==> src/rtl/rtx_pkg.sv <==
package rtx_pkg;
  localparam int DIBIT_W = 2;
  localparam int NIB_W   = 2 * DIBIT_W;
  localparam int SYM_W   = 5;
  localparam int IDX_W   = 2;

  localparam logic [SYM_W-1:0] SYM_J    = 5'b11000;
  localparam logic [SYM_W-1:0] SYM_K    = 5'b10001;
  localparam logic [SYM_W-1:0] SYM_T    = 5'b01101;
  localparam logic [SYM_W-1:0] SYM_R    = 5'b00111;
  localparam logic [SYM_W-1:0] SYM_IDLE = 5'b11111;

  typedef enum logic [1:0] {
    ST_IDLE  = 2'd0,
    ST_DATA  = 2'd1,
    ST_END_T = 2'd2,
    ST_END_R = 2'd3
  } rtx_state_e;
endpackage

==> src/rtl/rtx_code_map.sv <==
module rtx_code_map
  import rtx_pkg::*;
(
  input  logic [NIB_W-1:0] nib_i,
  output logic [SYM_W-1:0] code_o
);
  always_comb begin
    case (nib_i)
      4'h0: code_o = 5'b11110;
      4'h1: code_o = 5'b01001;
      4'h2: code_o = 5'b10100;
      4'h3: code_o = 5'b10101;
      4'h4: code_o = 5'b01010;
      4'h5: code_o = 5'b01011;
      4'h6: code_o = 5'b01110;
      4'h7: code_o = 5'b01111;
      4'h8: code_o = 5'b10010;
      4'h9: code_o = 5'b10011;
      4'hA: code_o = 5'b10110;
      4'hB: code_o = 5'b10111;
      4'hC: code_o = 5'b11010;
      4'hD: code_o = 5'b11011;
      4'hE: code_o = 5'b11100;
      default: code_o = 5'b11101;
    endcase
  end
endmodule

==> src/rtl/rtx_en_edge.sv <==
module rtx_en_edge (
  input  logic clk,
  input  logic rst_n,
  input  logic en_i,
  output logic rise_o
);
  logic en_q;

  always_ff @(posedge clk or negedge rst_n) begin
    if (!rst_n) en_q <= 1'b0;
    else        en_q <= en_i;
  end

  assign rise_o = en_i & ~en_q;
endmodule

==> src/rtl/rtx_nib_pairer.sv <==
module rtx_nib_pairer
  import rtx_pkg::*;
(
  input  logic               clk,
  input  logic               rst_n,
  input  logic               load_lo,
  input  logic               use_hi,
  input  logic [DIBIT_W-1:0] dibit_i,
  output logic [NIB_W-1:0]   nib_o
);
  logic [DIBIT_W-1:0] lo_q;

  always_ff @(posedge clk or negedge rst_n) begin
    if (!rst_n)       lo_q <= '0;
    else if (load_lo) lo_q <= dibit_i;
  end

  // Later di-bit supplies the upper half; a missing one pads with zeros.
  assign nib_o = use_hi ? {dibit_i, lo_q} : {{DIBIT_W{1'b0}}, lo_q};
endmodule

==> src/rtl/rmii_tx_symbolizer.sv <==
module rmii_tx_symbolizer
  import rtx_pkg::*;
(
  input  logic               clk,
  input  logic               rst_n,
  input  logic               tx_en,
  input  logic [DIBIT_W-1:0] txd,
  output logic [SYM_W-1:0]   sym_out,
  output logic               sym_valid
);
  localparam logic [IDX_W-1:0] IDX_DATA = IDX_W'(2);

  rtx_state_e          st_q, st_d;
  logic                half_q, half_d;
  logic [IDX_W-1:0]    idx_q;
  logic                idx_clr, idx_inc;
  logic                load_lo;
  logic                emit;
  logic [SYM_W-1:0]    emit_sym;
  logic                en_rise;
  logic [NIB_W-1:0]    nib;
  logic [SYM_W-1:0]    data_code;
  logic [SYM_W-1:0]    frame_code;
  logic [SYM_W-1:0]    sym_q;
  logic                val_q;

  rtx_en_edge u_edge (
    .clk    (clk),
    .rst_n  (rst_n),
    .en_i   (tx_en),
    .rise_o (en_rise)
  );

  rtx_nib_pairer u_pair (
    .clk     (clk),
    .rst_n   (rst_n),
    .load_lo (load_lo),
    .use_hi  (tx_en),
    .dibit_i (txd),
    .nib_o   (nib)
  );

  rtx_code_map u_map (
    .nib_i  (nib),
    .code_o (data_code)
  );

  always_comb begin
    if (idx_q == '0)             frame_code = SYM_J;
    else if (idx_q == IDX_W'(1)) frame_code = SYM_K;
    else                         frame_code = data_code;
  end

  always_comb begin
    st_d     = st_q;
    half_d   = ~half_q;
    emit     = 1'b0;
    emit_sym = SYM_IDLE;
    load_lo  = 1'b0;
    idx_clr  = 1'b0;
    idx_inc  = 1'b0;
    case (st_q)
      ST_IDLE: begin
        if (en_rise) begin
          st_d    = ST_DATA;
          load_lo = 1'b1;
          half_d  = 1'b1;
          idx_clr = 1'b1;
        end else if (half_q) begin
          emit     = 1'b1;
          emit_sym = SYM_IDLE;
        end
      end
      ST_DATA: begin
        if (half_q) begin
          emit     = 1'b1;
          emit_sym = frame_code;
          half_d   = 1'b0;
          if (tx_en) idx_inc = 1'b1;
          else       st_d    = ST_END_T;
        end else if (tx_en) begin
          load_lo = 1'b1;
          half_d  = 1'b1;
        end else begin
          st_d   = ST_END_T;
          half_d = 1'b1;
        end
      end
      ST_END_T: begin
        if (half_q) begin
          emit     = 1'b1;
          emit_sym = SYM_T;
          st_d     = ST_END_R;
        end
      end
      default: begin
        if (half_q) begin
          emit     = 1'b1;
          emit_sym = SYM_R;
          st_d     = ST_IDLE;
        end
      end
    endcase
  end

  always_ff @(posedge clk or negedge rst_n) begin
    if (!rst_n) begin
      st_q   <= ST_IDLE;
      half_q <= 1'b0;
      idx_q  <= '0;
      sym_q  <= SYM_IDLE;
      val_q  <= 1'b0;
    end else begin
      st_q   <= st_d;
      half_q <= half_d;
      if (idx_clr)                         idx_q <= '0;
      else if (idx_inc && idx_q != IDX_DATA) idx_q <= idx_q + IDX_W'(1);
      val_q <= emit;
      if (emit) sym_q <= emit_sym;
    end
  end

  assign sym_out   = sym_q;
  assign sym_valid = val_q;
endmodule

==> config.mk <==
export PLATFORM = sky130hd
export DESIGN_NAME = rmii_tx_symbolizer
export DESIGN_NICKNAME = d
export VERILOG_FILES = /design/src/rtl/rtx_pkg.sv /design/src/rtl/rtx_code_map.sv /design/src/rtl/rtx_en_edge.sv /design/src/rtl/rtx_nib_pairer.sv /design/src/rtl/rmii_tx_symbolizer.sv
export SDC_FILE = /design/constraint.sdc
export NUM_CORES = 1
export LEC_CHECK = 0
export BUFFER_PORTS_ARGS = -buffer_cell sky130_fd_sc_hd__buf_2
export CELL_PAD_IN_SITES_DETAIL_PLACEMENT = 1
export CELL_PAD_IN_SITES_GLOBAL_PLACEMENT = 2
export CORE_ASPECT_RATIO = 1.4
export CORE_UTILIZATION = 35
export DETAILED_ROUTE_END_ITERATION = 10
export PLACE_DENSITY = 0.76
export SETUP_SLACK_MARGIN = 0.3
export SLEW_MARGIN = 20
export SYNTH_ARGS = -nofsm -noshare
export SYNTH_HDL_FRONTEND = slang
export SYNTH_SLANG_ARGS = --single-unit
==> constraint.sdc <==
create_clock -name clk -period 2.1 [get_ports clk]
set_input_delay 0.42 -clock clk [delete_from_list [all_inputs] [get_ports clk]]
set_output_delay 0.42 -clock clk [all_outputs]
set_load 0.05 [all_outputs]
==> results of run 1 <==
## cell usage in the layout, fill, tap and decap left out, types with 2 or more instances in the layout
master | Yosys | routed
buf_2 | 2 | 10
dfrtp_1 | 9 | 8
nor2_1 | 7 | 7
inv_1 | 8 | 6
nand2_1 | 5 | 5
dfstp_2 | 5 | 5
mux2_2 | 4 | 4
ha_1 | 7 | 4
nor2b_1 | 3 | 3
o21ai_0 | 3 | 3
a21oi_1 | 3 | 3
clkbuf_4 | 0 | 3
buf_4 | 0 | 3
inv_2 | 0 | 2
nand2b_1 | 2 | 2
mux2i_1 | 2 | 2
nor3_1 | 2 | 2
a31oi_1 | 2 | 2
ha_4 | 0 | 2
## per-stage QoR
step	cells	utilization	hold WS, ns
3_3_place_gp	116	0.393	0.337
6_report	123	0.430	0.00945
5_1_grt	123	0.430	0.0364
2_1_floorplan	86	-	0.124
4_1_cts	120	0.410	0.0285
3_5_place_dp	116	0.393	0.344
## layout make-up
class                      count  area, um^2
clock buffer                   4        36.3
fill                         285        1350
inverter                       8        30.0
multi-input combinational     61         490
sequential                    14         358
tap                           23        28.8
timing repair buffer          13        72.6
## cells by family after synthesis
| group | share of synthesized area |
|---|---|
| AND/OR/NAND/NOR | 0.190 |
| multiplexers | 0.0747 |
| adder cells (fa/ha/maj) | 0.101 |
| flip-flops | 0.409 |
| XOR/XNOR | 0.0101 |
| buffers and inverters | 0.0589 |
| AO/OA/AOI/OAI | 0.157 |
## flip-flops by register name, summed over array words and instances, names as in the netlist
name	flops
sym_out	5
idx_q	2
st_q	2
u_pair.lo_q	2
half_q	1
sym_valid	1
u_edge.en_q	1
## power by group through the flow
stage | clock network [mW] | logic (mW) | registers (mW)
2_1_floorplan | 0 | 0.563 | 0.718
3_3_place_gp | 0 | 0.906 | 0.546
3_5_place_dp | 0 | 0.934 | 0.556
4_1_cts | 0.206 | 0.946 | 0.551
5_1_grt | 0.217 | 1.13 | 0.573
6_report | 0.202 | 1.03 | 0.551
## routing by layer
layer / routed length, um / part of all wire
met1: 843 / 0.40
met2: 1130 / 0.54
met3: 53 / 0.025
met4: 82 / 0.039
met5: 0 / 0
## worst paths after layout
check / to / cells after the start / startpoint
setup / recovery: st_q[0] / 4 / st_q[0]
hold / removal: u_pair.lo_q[0] / 1 / rst_n
setup reg to reg: st_q[0] / 4 / st_q[0]
hold reg to reg: sym_out[1] / 2 / sym_out[1]
max in group asynchronous: sym_out[0] / 1 / rst_n
min in group clk: u_edge.en_q / 1 / tx_en
## what timing repair did
item                                    4_1_cts  5_1_grt
gates resized for setup                       2        6
endpoints found under the setup margin        3        3
setup buffers                                 0        3
gates cloned                                  0        0
pin swaps                                     0        2
==> impl_metrics.yaml, run 1 <==
global_routing:
  use_met3: 0.0235
  grt_use_met2: 0.311
  grt_max_degree: 15
  grt_pass1_vias: 717
  globalRouteTotalUtil: 0.176
  grt_pass1_wl_um: 3340
  grt_use_met1: 0.195
  antenna_found_initial: 0
  busiest_layer: "met2"
  grt-ovfl-total: 0
timing:
  drv_slew: 0
  fin_ws_ns: 0.403
  period_share: 0.808
  fin_tns_setup_ns: 0
  finalHoldViolations: 0
  fmax_ghz: 0.589
  finalSetupViolCount: 0
  rsz0062_at_grt: "yes"
  period_minus_slack_ns: 1.70
  relSlewSlack: 0.637
  skew_ns: 0.000428
  worstMarginPinSlew_ns: 0.537
finish:
  antennaDiodeCount: 0
  areaGrowthSynthToFinish_pct: 16.7
  nNetsFinal: 113
  layout-drive-gt1-share: 0.340
  final_area_um2: 1020
floorplan:
  core_area_um2: 2360
  dieArea_um2: 2690
  die_w_um: 44.2
  rows: 21
  pin_count: 11
  die_height_um: 61.0
  start_util: 0.368
run_status:
  status: "finished, final reports clean"
place:
  placed_area_um2: 928
  hpwl_um: 1580
  place_ws_ns: 0.253
  portBuffers: 10
  gp_congestion: 0.755
yosys:
  ys_seq_area_frac: 0.409
  postSynth.topFlopCell: "dfrtp_1"
  synth.cell_area_um2: 871
  synth_seq_cells: 14
  yosysTopAreaCell: "dfrtp_1"
  synthCells: 86
  synthesis.nets: 98
  synth.avg_cell_area_um2: 10.1
  synth-edff-count: 0
  synth_cell_types: 37
  netlist_top_cells_count: "dfrtp_1, inv_1, ha_1, nor2_1"
  synthArstFlopShare: 1.00
  yosysMostFrequentCell: "dfrtp_1"
  yosysWarnings: 0
  synth.area.top_cells: "dfrtp_1, dfstp_2, ha_1"
  yosysTopAreaCellShare: 0.259
setup_path:
  worst-setup-path-type: "register to register"
  regToRegSetupSlack_ns: 0.40
  crit_chain: "buf_4 -> ha_4 -> a222oi_1 -> mux2_2"
  end_kind: "register"
  cp_data_arrival_time_ns: 1.88
  worst_ep_required_time_ns: 2.28
  critical-path-top-delay-family: "compound AO/OA/AOI/OAI gates"
  critPathMaxFanout: 7
  cp_num_buf_inv: 1
  slowest_stage: "a222oi_1"
  critPathMaxStageDelay_ns: 0.44
  critPathLaunchType: "register"
clocking:
  cts_buffers: 3
  cts.root.buffer_cell: "clkbuf_4"
  cts_num_sinks: 14
  clk_pin_slew_ns: 0.09
  cts_hold_buf: 0
  clk_path_buf_depth: 2
  htreeDepth: 1
  clk_latency_ns: 0.29
  cts_tree: "done"
pwr:
  p_leak_nw: 0.454
  combinationalPowerShare: 0.577
  peakVddDrop_mv: 0.617
  pwr-share-clk: 0.113
  p_sw_frac: 0.467
  power_density_nw_per_um2: 1750
  power_mw: 1.78
  seq_power_share: 0.310
  cellInternalPower_mw: 0.950
  switchingPower_mw: 0.831
run:
  cap_violations: 0
routing:
  vias_per_cell: 5.83
  wirelength_um: 2110
  drc: 0
  wire_per_inst_um: 17.1
  drtIter0Drc: 16
  vias: 717
  drt_pre_antenna_iters: 6
  ant_nets: 0
min_path:
  hp-class: "primary input to async pin"
No activity file was read; power rests on OpenSTA's default activity.
==> inputs of run 2 (changes only) <==
--- a/config.mk
+++ b/config.mk
@@ -9,9 +9,9 @@
 export CELL_PAD_IN_SITES_DETAIL_PLACEMENT = 1
 export CELL_PAD_IN_SITES_GLOBAL_PLACEMENT = 2
 export CORE_ASPECT_RATIO = 1.4
-export CORE_UTILIZATION = 35
+export CORE_UTILIZATION = 32
 export DETAILED_ROUTE_END_ITERATION = 10
-export PLACE_DENSITY = 0.76
+export PLACE_DENSITY = 0.73
 export SETUP_SLACK_MARGIN = 0.3
 export SLEW_MARGIN = 20
 export SYNTH_ARGS = -nofsm -noshare
==> constraint.sdc (replaced) <==
create_clock -name clk -period 1.4 [get_ports clk]
set_input_delay 0.28 -clock clk [delete_from_list [all_inputs] [get_ports clk]]
set_output_delay 0.28 -clock clk [all_outputs]
set_load 0.05 [all_outputs]
==> impl_metrics.yaml, run 2 (synthesis gave the netlist of run 1 again) <==
clocking:
  clk_pin_slew_ns: 0.09
  htreeDepth: 1
  cts_tree: "done"
  cts.root.buffer_cell: "clkbuf_4"
  cts_buffers: 3
  cts_num_sinks: 14
  clk_latency_ns: 0.28
  clk_path_buf_depth: 2
pwr:
  peakVddDrop_mv: 1.46
  p_leak_nw: 0.664
  power_density_nw_per_um2: 2640
  power_mw: 3.83
finish:
  final_common_cell: "buf_4"
  areaGrowthSynthToFinish_pct: 66.7
  antennaDiodeCount: 0
  fin_cells: 169
  layout-drive-gt1-share: 0.586
  largest_register_ffs: 5
  nNetsFinal: 146
  fill_cells: 291
  final_core_util: 0.555
  layout_common_cells: "buf_4, dfrtp_1, nor2_1"
routing:
  wirelength_um: 2860
  drtIter0Drc: 16
  drc: 0
  ant_nets: 0
  vias_per_cell: 5.05
  vias: 853
  drt_pre_antenna_iters: 4
  wire_per_inst_um: 16.9
timing:
  fin_ws_ns: -0.259
  period_share: 1.19
  drv_slew: 0
  finalSetupViolCount: 11
  worstMarginPinSlew_ns: 0.355
  rsz0062_at_grt: "yes"
  period_minus_slack_ns: 1.66
  relSlewSlack: 0.761
  fin_tns_setup_ns: -1.70
  skew_ns: 0.000815
  finalHoldViolations: 0
  fmax_ghz: 0.603
floorplan:
  dieArea_um2: 2940
  pin_count: 11
  rows: 22
  core_area_um2: 2620
  start_util: 0.333
  die_w_um: 46.1
  die_height_um: 63.7
setup_path:
  cp-startpoint: "st_q[0]"
  r2r-start: "st_q[0]"
  worst-setup-path-type: "register to register"
  worst_ep_required_time_ns: 1.58
  cp_data_arrival_time_ns: 1.84
  critPathMaxFanout: 4
  critPathLaunchType: "register"
  end_kind: "register"
min_path:
  hp-class: "primary input to register"
  min-delay-start: "txd[0]"
run_status:
  status: "finished with violations"
  violations: "negative setup slack"
global_routing:
  globalRouteTotalUtil: 0.210
  grt_pass1_wl_um: 4420
  grt-ovfl-total: 0
  grt_pass1_vias: 945
  antenna_found_initial: 0
  grt_max_degree: 15
place:
  place_ws_ns: -0.320
  place_inst: 150
  portBuffers: 10
  gp_congestion: 0.860
  hpwl_um: 1810
run:
  cap_violations: 0
==> run 2: cell types whose count changed in the layout (fill, tap and decap cells not counted), moves of 2 or more <==
cell,previous run,this run
mux2_4,0,4
buf_2,10,4
ha_4,2,4
o21ai_0,3,1
inv_4,0,2
buf_8,0,5
buf_6,0,5
buf_4,3,31
mux2_2,4,0
==> run 2: path summary, 6_finish.rpt <==
| check | to | slack (ns) | depth (start not counted) |
|---|---|---|---|
| min in group asynchronous | u_pair.lo_q[0] | 0.43 | 2 |
| hold / removal | u_pair.lo_q[0] | 0.30 | 2 |
| setup reg to reg | st_q[0] | -0.26 | 6 |
| hold reg to reg | sym_out[3] | 0.57 | 2 |
| setup / recovery | st_q[0] | -0.26 | 6 |
| max in group asynchronous | sym_out[1] | 0.67 | 2 |
==> run 2: critical path, cell delays in order, from the launching register on <==
cell,delay [ns]
dfrtp_2,0.46
inv_4,0.07
ha_4,0.16
o21bai_1,0.16
a222oi_1,0.22
buf_4,0.18
mux2_4,0.29
==> run 2: what timing repair did <==
action                                 CTS  global route
pin swaps                               16             5
resized for setup                       40             5
setup buffers                            9             5
hold buffers                             1             0
setup endpoints to repair               19            19
endpoints found under the hold margin    9             0
==> run 2: metal layers <==
layer / wire length (um) / track usage / up-vias
met5: 0 / 0 / -
met4: 82 / 0.0846 / 0
met3: 42 / 0.0344 / 8
met2: 1630 / 0.370 / 16
met1: 1110 / 0.234 / 427
li1: - / - / 402
==> run 2: layout make-up <==
cell class,instances,area (um^2),area share
flip-flops and latches,14,359,0.247
inverters,8,35.0,0.0241
repair buffers,46,394,0.272
well taps,36,45.0,0.0310
clock buffers,4,36.3,0.0250
multi-input cells,61,582,0.401
==> run 2: report_power, final <==
part / internal (mW) / total, mW / switching (mW)
sequential: 0.655 / 0.899 / 0.244
clock: 0.158 / 0.306 / 0.148
combinational: 1.38 / 2.62 / 1.24
==> run 2: stage by stage <==
stage               hold slack (ns)  area [um^2]
finish                        0.300         1450
global route                  0.298         1450
CTS                           0.280         1400
detailed placement            0.205         1130
global placement              0.200         1130
floorplan                   -0.0156          906
